**src/rtl/shf_pkg.sv**
```systemverilog
package shf_pkg;

   typedef enum logic [1:0] {
      SHF_OP_SLL    = 2'b00,
      SHF_OP_SRL_LO = 2'b01,
      SHF_OP_SRL    = 2'b10,
      SHF_OP_SRA    = 2'b11
   } shf_op_e;

   typedef struct packed {
      logic to_left;
      logic arith;
   } shf_ctl_t;

   function automatic shf_ctl_t shf_decode(input logic [1:0] op);
      shf_ctl_t c;
      c.to_left = (op == SHF_OP_SLL);
      c.arith   = (op == SHF_OP_SRA);
      return c;
   endfunction

endpackage

```
**src/rtl/shf_fill_gen.sv**
```systemverilog
module shf_fill_gen #(
   parameter int WIDTH = 32
) (
   input  logic [WIDTH-1:0] data_i,
   input  logic             arith_i,
   output logic [WIDTH-1:0] fill_o
);
   always_comb begin
      fill_o = arith_i ? {WIDTH{data_i[WIDTH-1]}} : '0;
   end
endmodule

```
**src/rtl/shf_stage.sv**
```systemverilog
module shf_stage #(
   parameter int WIDTH = 32,
   parameter int DIST  = 1
) (
   input  logic [WIDTH-1:0] val_i,
   input  logic [DIST-1:0]  fill_i,
   input  logic             en_i,
   input  logic             to_left_i,
   output logic [WIDTH-1:0] val_o
);
   initial begin
      if (DIST < 1 || DIST >= WIDTH)
         $error("shf_stage: DIST must lie in 1..WIDTH-1");
   end

   logic [WIDTH-1:0] moved_left;
   logic [WIDTH-1:0] moved_right;

   always_comb begin
      moved_left  = {val_i[WIDTH-1-DIST:0], {DIST{1'b0}}};
      moved_right = {fill_i, val_i[WIDTH-1:DIST]};
      if (!en_i)
         val_o = val_i;
      else if (to_left_i)
         val_o = moved_left;
      else
         val_o = moved_right;
   end
endmodule

```
**src/rtl/shf_log_shifter.sv**
```systemverilog
module shf_log_shifter
   import shf_pkg::*;
#(
   parameter int WIDTH = 32,
   localparam int AMT_W = $clog2(WIDTH)
) (
   input  logic [WIDTH-1:0] shf_data_i,
   input  logic [AMT_W-1:0] shf_amt_i,
   input  logic [1:0]       shf_op_i,
   output logic [WIDTH-1:0] shf_res_o
);
   generate
      if (WIDTH < 2 || (WIDTH & (WIDTH - 1)) != 0) begin : g_bad_width
         initial $error("shf_log_shifter: WIDTH must be a power of two, at least 2");
      end
   endgenerate

   shf_ctl_t         ctl;
   logic [WIDTH-1:0] fill;
   logic [AMT_W:0][WIDTH-1:0] chain;

   always_comb ctl = shf_decode(shf_op_i);

   shf_fill_gen #(.WIDTH(WIDTH)) fill_i (
      .data_i  (shf_data_i),
      .arith_i (ctl.arith),
      .fill_o  (fill)
   );

   assign chain[0] = shf_data_i;

   for (genvar s = 0; s < AMT_W; s++) begin : g_stage
      localparam int DIST = 1 << s;
      shf_stage #(.WIDTH(WIDTH), .DIST(DIST)) stage_i (
         .val_i     (chain[s]),
         .fill_i    (fill[DIST-1:0]),
         .en_i      (shf_amt_i[s]),
         .to_left_i (ctl.to_left),
         .val_o     (chain[s+1])
      );
   end

   assign shf_res_o = chain[AMT_W];
endmodule

```
**config.mk**
```make
export PLATFORM = sky130hd
export DESIGN_NAME = shf_log_shifter
export DESIGN_NICKNAME = d
export VERILOG_FILES = /design/src/rtl/shf_pkg.sv /design/src/rtl/shf_fill_gen.sv /design/src/rtl/shf_stage.sv /design/src/rtl/shf_log_shifter.sv
export SDC_FILE = /design/constraint.sdc
export NUM_CORES = 1
export LEC_CHECK = 0
export ABC_AREA = 1
export BUFFER_PORTS_ARGS = -buffer_cell sky130_fd_sc_hd__buf_4
export CORE_AREA = 10 10 123 125
export DETAILED_ROUTE_END_ITERATION = 10
export DIE_AREA = 0 0 133 135
export SYNTH_ARGS = -nofsm -noshare
export SYNTH_HDL_FRONTEND = slang
export SYNTH_SLANG_ARGS = --single-unit
```
**constraint.sdc**
```tcl
create_clock -name vclk -period 3.1
set_input_delay 0.155 -clock vclk [all_inputs]
set_output_delay 0.155 -clock vclk [all_outputs]
set_load 0.01 [all_outputs]
```
==> results.sh, run 1 <==
export IMPL_status="complete, no violations"
export IMPL_nFlopsAndLatches=0
export IMPL_cp_num_buf_inv=3
export IMPL_crit_slowest_cell="nor2_4"
export IMPL_diodes=0
export IMPL_place_congestion=0.958
export IMPL_setup_worst_path_class="in2out"
export IMPL_clkbuf_count=0
export IMPL_post_cts_buffers=0
export IMPL_grt_start_max_net_pins=62
export IMPL_crit_chain="buf_4, nor2_4, buf_4, nand2_1, nand3_1, nand3_1, nand3_1, nand2_1, nand3_1, nand2_1, o211ai_2, nand2_1, nand2_1, buf_4"
export IMPL_cts_resized_gates=0
export IMPL_min_period_ps=2330
export IMPL_maxCapViolCount=0
export IMPL_crit_arrival_ps=2170
export IMPL_finalHoldViolCount=0
export IMPL_synth_cells=691
export IMPL_crit_path_frequent_cell="nand2_1"
export IMPL_hold_class="in2out"
export IMPL_drv_slew=0
export IMPL_critPathCaptureType="output port"
export IMPL_fp_dieW_um=133
export IMPL_worst_endpoint_required_ps=2940
export IMPL_ios=71
export IMPL_critical_path_peak_fanout=17
export IMPL_hold_ws_ps=756
export IMPL_dr_pass1_iters=5
export IMPL_ys_seq_area_frac=0
export IMPL_syn_area_um2=3720
export IMPL_multiInputGateArea_um2=3310
export IMPL_rows=41
export IMPL_grt_pass1_vias=4501
export IMPL_die_y_um=135
export IMPL_setup_tns_ps=0
export IMPL_hp_start="shf_amt_i[4]"
export IMPL_dp_hpwl_mm=11.0
export IMPL_vias=4499
export IMPL_drive_gt1_frac=0.312
export IMPL_ir_worst_vdd_uv=78.6
export IMPL_post_drt_wl_per_cell_um=14.9
export IMPL_power_density_nw_per_um2=188
export IMPL_tightestPinTransition_ps=1090
export IMPL_routed_via_density=5.00
export IMPL_overflow=0
export IMPL_seq_area_um2=0
export IMPL_max_stage_delay_ps=360
export IMPL_relSlewSlack=0.269
export IMPL_drt_iter0_markers=337
export IMPL_core_area_um2=12600
export IMPL_dpl_cell_count=900
export IMPL_period_share=0.752
export IMPL_avgSynthCellArea_um2=5.39
export IMPL_stdcell_count=900
export IMPL_area_delta_synth_final_pct=13.5
export IMPL_fin_nets=769
export IMPL_clock_fmax_mhz=429
export IMPL_rsz0062_at_grt="no"
export IMPL_die_area_um2=18000
export IMPL_grt_usage=0.147
export IMPL_grt_antenna_before_repair=0
export IMPL_yosys_warnings=0
export IMPL_fill_cells=1458
export IMPL_yosysUniqueCellTypes=33
export IMPL_synth_nets=730
export IMPL_ant_nets=0
export IMPL_critical_path_top_delay_family="simple AND/OR/NAND/NOR gates"
export IMPL_p_leak_nw=2.26
export IMPL_cp_start_kind="input port"
export IMPL_worstSetupStartpoint="shf_op_i[1]"
export IMPL_hold_buffers=0
export IMPL_grt_pass1_wl_mm=22.7
export IMPL_port_buffers=71
export IMPL_routed_wl_mm=13.4
export IMPL_drc_errors=0
export IMPL_finalSetupViolations=0
export IMPL_start_util=0.296
cell families (layout without fill, tap and decap cells):
family | after synthesis | count (layout) | share of synthesized area
buffers and inverters | 66 | 103 | 0.110
and+or+nand+nor | 578 | 578 | 0.806
AOI/OAI and AO/OA | 47 | 47 | 0.0837
stage by stage:
step            util  setup WS [ps]  total power [mW]  area (um2)
6_report       0.336            770             0.796        4220
5_1_grt        0.336            552             0.889        4220
4_1_cts        0.336            785             0.798        4220
3_5_place_dp   0.336            791             0.796        4220
3_3_place_gp   0.336            806             0.794        4220
2_1_floorplan      -           1570             0.550        3720
placed cells by master (no fill, tap or decap), types with 4 or more instances in the layout:
master,instances
nand2_1,321
or2_2,19
nand3_2,76
or2_1,4
nor2_1,9
inv_2,6
buf_4,82
o211ai_2,5
nand2_2,23
a21oi_1,21
nand3_1,109
o21ai_1,8
nand4_1,7
inv_1,15
final timing paths:
kind	end	cells past startpoint
worst max-delay path	shf_res_o[7]	14
worst min-delay path	shf_res_o[20]	4
power by group:
group	internal (mW)	switching (mW)
logic	0.292	0.503
registers	0	0
clock network	0	0
Yosys cell counts:
cell type	n	share of area
o211ai_2	5	0.017
nand3_4	1	0.0047
a21oi_2	3	0.0071
clkbuf_1	4	0.0040
o21ai_1	8	0.011
buf_8	1	0.0040
or2_2	19	0.032
buf_2	20	0.027
o21ai_0	1	0.0013
buf_4	10	0.020
nor2_2	1	0.0017
inv_1	15	0.015
nand2_2	23	0.039
nand3_1	109	0.15
buf_12	2	0.011
nor2_1	10	0.010
nand2_8	1	0.0054
nand2_4	2	0.0060
nor2_4	3	0.0091
nor2_8	1	0.0054
clkbuf_4	1	0.0020
o21ai_2	3	0.0071
nand3_2	76	0.20
nand4_1	7	0.012
a21oi_1	21	0.028
o21a_1	1	0.0020
nand2_1	321	0.32
o211ai_1	3	0.0060
a22o_1	1	0.0024
buf_6	7	0.021
a21o_1	1	0.0020
inv_2	6	0.0060
or2_1	4	0.0067
layout make-up:
cell class	count	share of cell area
inverters	21	0.0187
well taps	172	0.0509
multi-input cells	625	0.785
repair buffers	82	0.146
metal layers:
layer	track usage	part of all wire
met2	0.278	0.52
met3	0.0152	0.034
met5	0	0
met4	0.0232	0.016
met1	0.175	0.43
Note: power is estimated with default switching activity, not from simulation.
==> run 2, diff against run 1 <==
Clock period 3.1 ns to 1.87 ns, I/O delays scaled along.
==> run 2 against run 1 <==
Cell count is 4.1% higher. Non-clock buffer count is 37 higher. Worst hold slack worse by 120 ps. Via count is 7.4% higher. Power is 94% higher. Wire length is 6.8% higher. Combinational power is 93% higher. Setup slack worse by 760 ps. First-iteration DRC count is 12% higher. Largest cell class unchanged. Largest power group unchanged. Highest routed layer unchanged.
==> results.sh, run 2 (synthesized netlist as in run 1, its figures left out) <==
export IMPL_status="complete, no violations"
export IMPL_rsz0062_at_grt="yes"
export IMPL_dp_slack_ps=-5.53
export IMPL_finalSetupViolations=0
export IMPL_area_delta_synth_final_pct=33.9
export IMPL_port_buffers=71
export IMPL_grt_start_max_net_pins=44
export IMPL_drt_iter0_markers=377
export IMPL_min_period_ps=1860
export IMPL_die_y_um=135
export IMPL_hold_ws_ps=633
export IMPL_tightestPinTransition_ps=365
export IMPL_setup_tns_ps=0
export IMPL_crit_chain="buf_8, nor2_4, buf_12, buf_6, nor2_4, clkbuf_16, nand3_4, nand3_4, buf_6, nand2_1, nand2_1, nand2_1, nand2_2, nand2_1, a21oi_1, buf_4"
export IMPL_clockPowerShare=0
export IMPL_fp_dieW_um=133
export IMPL_worst_endpoint_required_ps=1780
export IMPL_nFlopsAndLatches=0
export IMPL_relSlewSlack=0.756
export IMPL_clock_fmax_mhz=537
export IMPL_max_stage_delay_ps=210
export IMPL_final_cell_mix="nand2_1 (301), nand3_2 (96), buf_4 (96)"
export IMPL_critical_path_peak_fanout=6
export IMPL_crit_path_frequent_cell="nand2_1"
export IMPL_die_area_um2=18000
export IMPL_ios=71
export IMPL_fin_ws_ps=9.46
export IMPL_drv_slew=0
export IMPL_crit_slowest_cell="nor2_4"
export IMPL_routed_via_density=5.16
export IMPL_p_leak_nw=2.62
export IMPL_p_switching_uw=914
export IMPL_routed_wl_mm=14.4
export IMPL_power_frac_seq=0
export IMPL_ir_worst_vdd_uv=113
export IMPL_drc_errors=0
export IMPL_rows=41
export IMPL_dr_pass1_iters=5
export IMPL_seq_area_um2=0
export IMPL_p_comb_frac=1.000
export IMPL_cp_num_buf_inv=6
export IMPL_core_area_um2=12600
export IMPL_clkbuf_count=0
export IMPL_drive_gt1_frac=0.413
export IMPL_setup_worst_path_class="in2out"
export IMPL_crit_arrival_ps=1770
export IMPL_diodes=0
export IMPL_grt_usage=0.147
export IMPL_critical_path_top_delay_family="buffers and inverters"
export IMPL_place_congestion=0.959
export IMPL_maxCapViolCount=0
export IMPL_ant_nets=0
export IMPL_grt_antenna_before_repair=0
export IMPL_grt_pass1_wl_mm=22.8
export IMPL_start_util=0.296
export IMPL_dp_hpwl_mm=11.5
export IMPL_switching_share=0.593
export IMPL_critPathCaptureType="output port"
export IMPL_p_int_uw=626
export IMPL_overflow=0
export IMPL_finalHoldViolCount=0
export IMPL_cp_start_kind="input port"
export IMPL_vias=4832
export IMPL_hold_class="in2out"
export IMPL_power_density_nw_per_um2=309
export IMPL_period_share=0.995
export IMPL_grt_pass1_vias=4619
export IMPL_final_common_cell="nand2_1"
export IMPL_post_drt_wl_per_cell_um=15.3
export IMPL_fin_nets=806
## run 2: changes by cell type in the layout (fill, tap and decap cells not counted), moves of 7 or more
cell	change
nand2_2	+18
nand3_2	+20
nand3_1	-24
a21oi_2	+7
buf_12	+10
a21oi_1	-7
buf_6	+7
nand2_1	-20
buf_4	+14
## run 2: per-layer routing
| metal | global-route usage | wire length [um] | vias to the layer above |
|---|---|---|---|
| li1 | - | - | 2426 |
| met1 | 0.170 | 5730 | 2241 |
| met2 | 0.285 | 7620 | 134 |
| met3 | 0.0141 | 656 | 31 |
| met4 | 0.0293 | 364 | 0 |
| met5 | 0 | 0 | - |
## run 2: final timing paths
kind | slack, ps | depth (start not counted) | from | end
worst max-delay path | 9 | 16 | shf_op_i[1] | shf_res_o[19]
worst min-delay path | 630 | 4 | shf_amt_i[4] | shf_res_o[20]
## run 2: area by class of cell
cell class / count / area, um2
fillers: 1387 / 7580
inverters: 21 / 78.8
multi-input cells: 625 / 3560
well taps: 172 / 215
repair buffers: 119 / 1130
## run 2: timing repair
action | CTS | global route
setup endpoints to repair | 3 | 32
hold endpoints to repair | 0 | 0
pin swaps | 1 | 7
gates cloned | 0 | 4
setup buffers | 0 | 3
gates resized for setup | 2 | 69
hold buffers | 0 | 0
## run 2: power by group through the flow
stage	registers, mW	logic (mW)	clock network (mW)
floorplan	0	0.912	0
global placement	0	1.41	0
detailed placement	0	1.41	0
CTS	0	1.42	0
global route	0	1.69	0
finish	0	1.54	0
## run 2: per-stage QoR
stage / total power, mW / instance area, um2 / utilization / std cells
4_1_cts: 1.42 / 4570 / 0.364 / 930
3_3_place_gp: 1.41 / 4560 / 0.363 / 930
2_1_floorplan: 0.912 / 3720 / - / 691
3_5_place_dp: 1.41 / 4560 / 0.363 / 930
5_1_grt: 1.69 / 4980 / 0.397 / 937
6_report: 1.54 / 4980 / 0.397 / 937
==> run 3, diff against run 2 <==
Clock period 1.87 ns to 2.3 ns, I/O delays scaled along.
==> run 3 against run 2 <==
Sequential share of layout area unchanged. First-iteration DRC count rose by 3.7%. Largest cell class unchanged. Clock-buffer cell count did not move. Worst hold slack gained 36 ps. Setup slack better by 280 ps. Critical path type unchanged. Wire length shrank 5.7%. Critical endpoint is now shf_res_o[18]. Die area stayed put. Via count shrank 4.5%.
==> results.sh, run 3 (synthesized netlist as in run 1, its figures left out) <==
export IMPL_critical_path_peak_fanout=18
export IMPL_hold_buffers=0
export IMPL_p_leak_nw=2.31
export IMPL_rows=41
export IMPL_status="complete, no violations"
export IMPL_nFlopsAndLatches=0
export IMPL_setup_tns_ps=0
export IMPL_fp_dieW_um=133
export IMPL_drc_errors=0
export IMPL_crit_arrival_ps=1900
export IMPL_area_delta_synth_final_pct=16.0
export IMPL_drive_gt1_frac=0.317
export IMPL_grt_usage=0.145
export IMPL_finalSetupViolations=0
export IMPL_fin_ws_ps=289
export IMPL_hold_class="in2out"
export IMPL_hold_ws_ps=669
export IMPL_seq_area_um2=0
export IMPL_ir_worst_vdd_uv=93.8
export IMPL_diodes=0
export IMPL_dp_slack_ps=301
export IMPL_hp_start="shf_amt_i[4]"
export IMPL_vias=4613
export IMPL_drt_iter0_markers=391
export IMPL_post_cts_buffers=0
export IMPL_grt_start_max_net_pins=44
export IMPL_start_util=0.296
export IMPL_clock_fmax_mhz=497
export IMPL_grt_pass1_vias=4397
export IMPL_grt_antenna_before_repair=0
export IMPL_cp_start_kind="input port"
export IMPL_post_drt_wl_per_cell_um=15.0
export IMPL_routed_wl_mm=13.5
export IMPL_stdcell_count=906
export IMPL_power_total_mw=1.09
export IMPL_setup_worst_path_class="in2out"
export IMPL_core_area_um2=12600
export IMPL_worst_endpoint_required_ps=2180
export IMPL_drv_slew=0
export IMPL_rsz0062_at_grt="no"
export IMPL_die_area_um2=18000
export IMPL_place_congestion=0.936
export IMPL_dpl_cell_count=906
export IMPL_finalHoldViolCount=0
export IMPL_cts_resized_gates=0
export IMPL_dr_pass1_iters=5
export IMPL_tightestPinTransition_ps=1080
export IMPL_routed_via_density=5.09
export IMPL_die_y_um=135
export IMPL_clkbuf_count=0
export IMPL_worstSetupStartpoint="shf_op_i[0]"
export IMPL_final_cell_mix="nand2_1 (321), nand3_1 (109), buf_4 (84)"
export IMPL_ios=71
export IMPL_port_buffers=71
export IMPL_critPathCaptureType="output port"
export IMPL_period_share=0.874
export IMPL_fin_nets=775
export IMPL_relSlewSlack=0.279
export IMPL_dp_hpwl_mm=11.1
export IMPL_ant_nets=0
export IMPL_overflow=0
export IMPL_power_density_nw_per_um2=253
export IMPL_final_common_cell="nand2_1"
export IMPL_fill_cells=1426
export IMPL_maxCapViolCount=0
export IMPL_multiInputGateArea_um2=3310
export IMPL_min_period_ps=2010
export IMPL_grt_pass1_wl_mm=22.4
[run 3: changes by cell type in the layout (fill, tap and decap cells not counted), moves of 2 or more]
cell,delta
buf_6,-7
buf_4,-12
nand3_4,-4
nand3_1,+24
nand2_4,-2
a21oi_2,-7
a21oi_1,+7
clkbuf_16,-4
buf_8,-2
nand3_2,-20
nand2_1,+20
nand2_2,-18
buf_12,-6
[run 3: path summary, 6_finish.rpt]
check / endpoint / cells past startpoint
worst max-delay path: shf_res_o[18] / 15
worst min-delay path: shf_res_o[20] / 4
[run 3: routing by layer]
metal / share of wire / GRT usage
met1: 0.42 / 0.176
met5: 0 / 0
met4: 0.012 / 0.0165
met2: 0.52 / 0.278
met3: 0.047 / 0.0111
[run 3: critical path, stage by stage]
cell and delay (ps):
buf_4 130, inv_2 90, nand2_8 130, buf_4 240
nand2_1 70, nand3_1 130, nand3_1 150, nand3_2 110
nand2_2 80, nand3_2 110, nand2_1 90, nand3_1 120
nor2_1 140, a21oi_2 40, buf_4 160
[run 3: layout make-up]
type,instances,share of cell area
multi-input cells,625,0.767
repair buffers,88,0.165
well taps,172,0.0498
inverters,21,0.0183
[run 3: metrics by stage]
stage                util  area (um2)
floorplan               -        3720
global placement    0.344        4320
detailed placement  0.344        4320
CTS                 0.344        4320
global route        0.344        4320
finish              0.344        4320
[run 3: power breakdown]
group          total, mW  internal (mW)  switching, mW
logic               1.09          0.411          0.684
registers              0              0              0
clock network          0              0              0
total               1.09          0.411          0.684
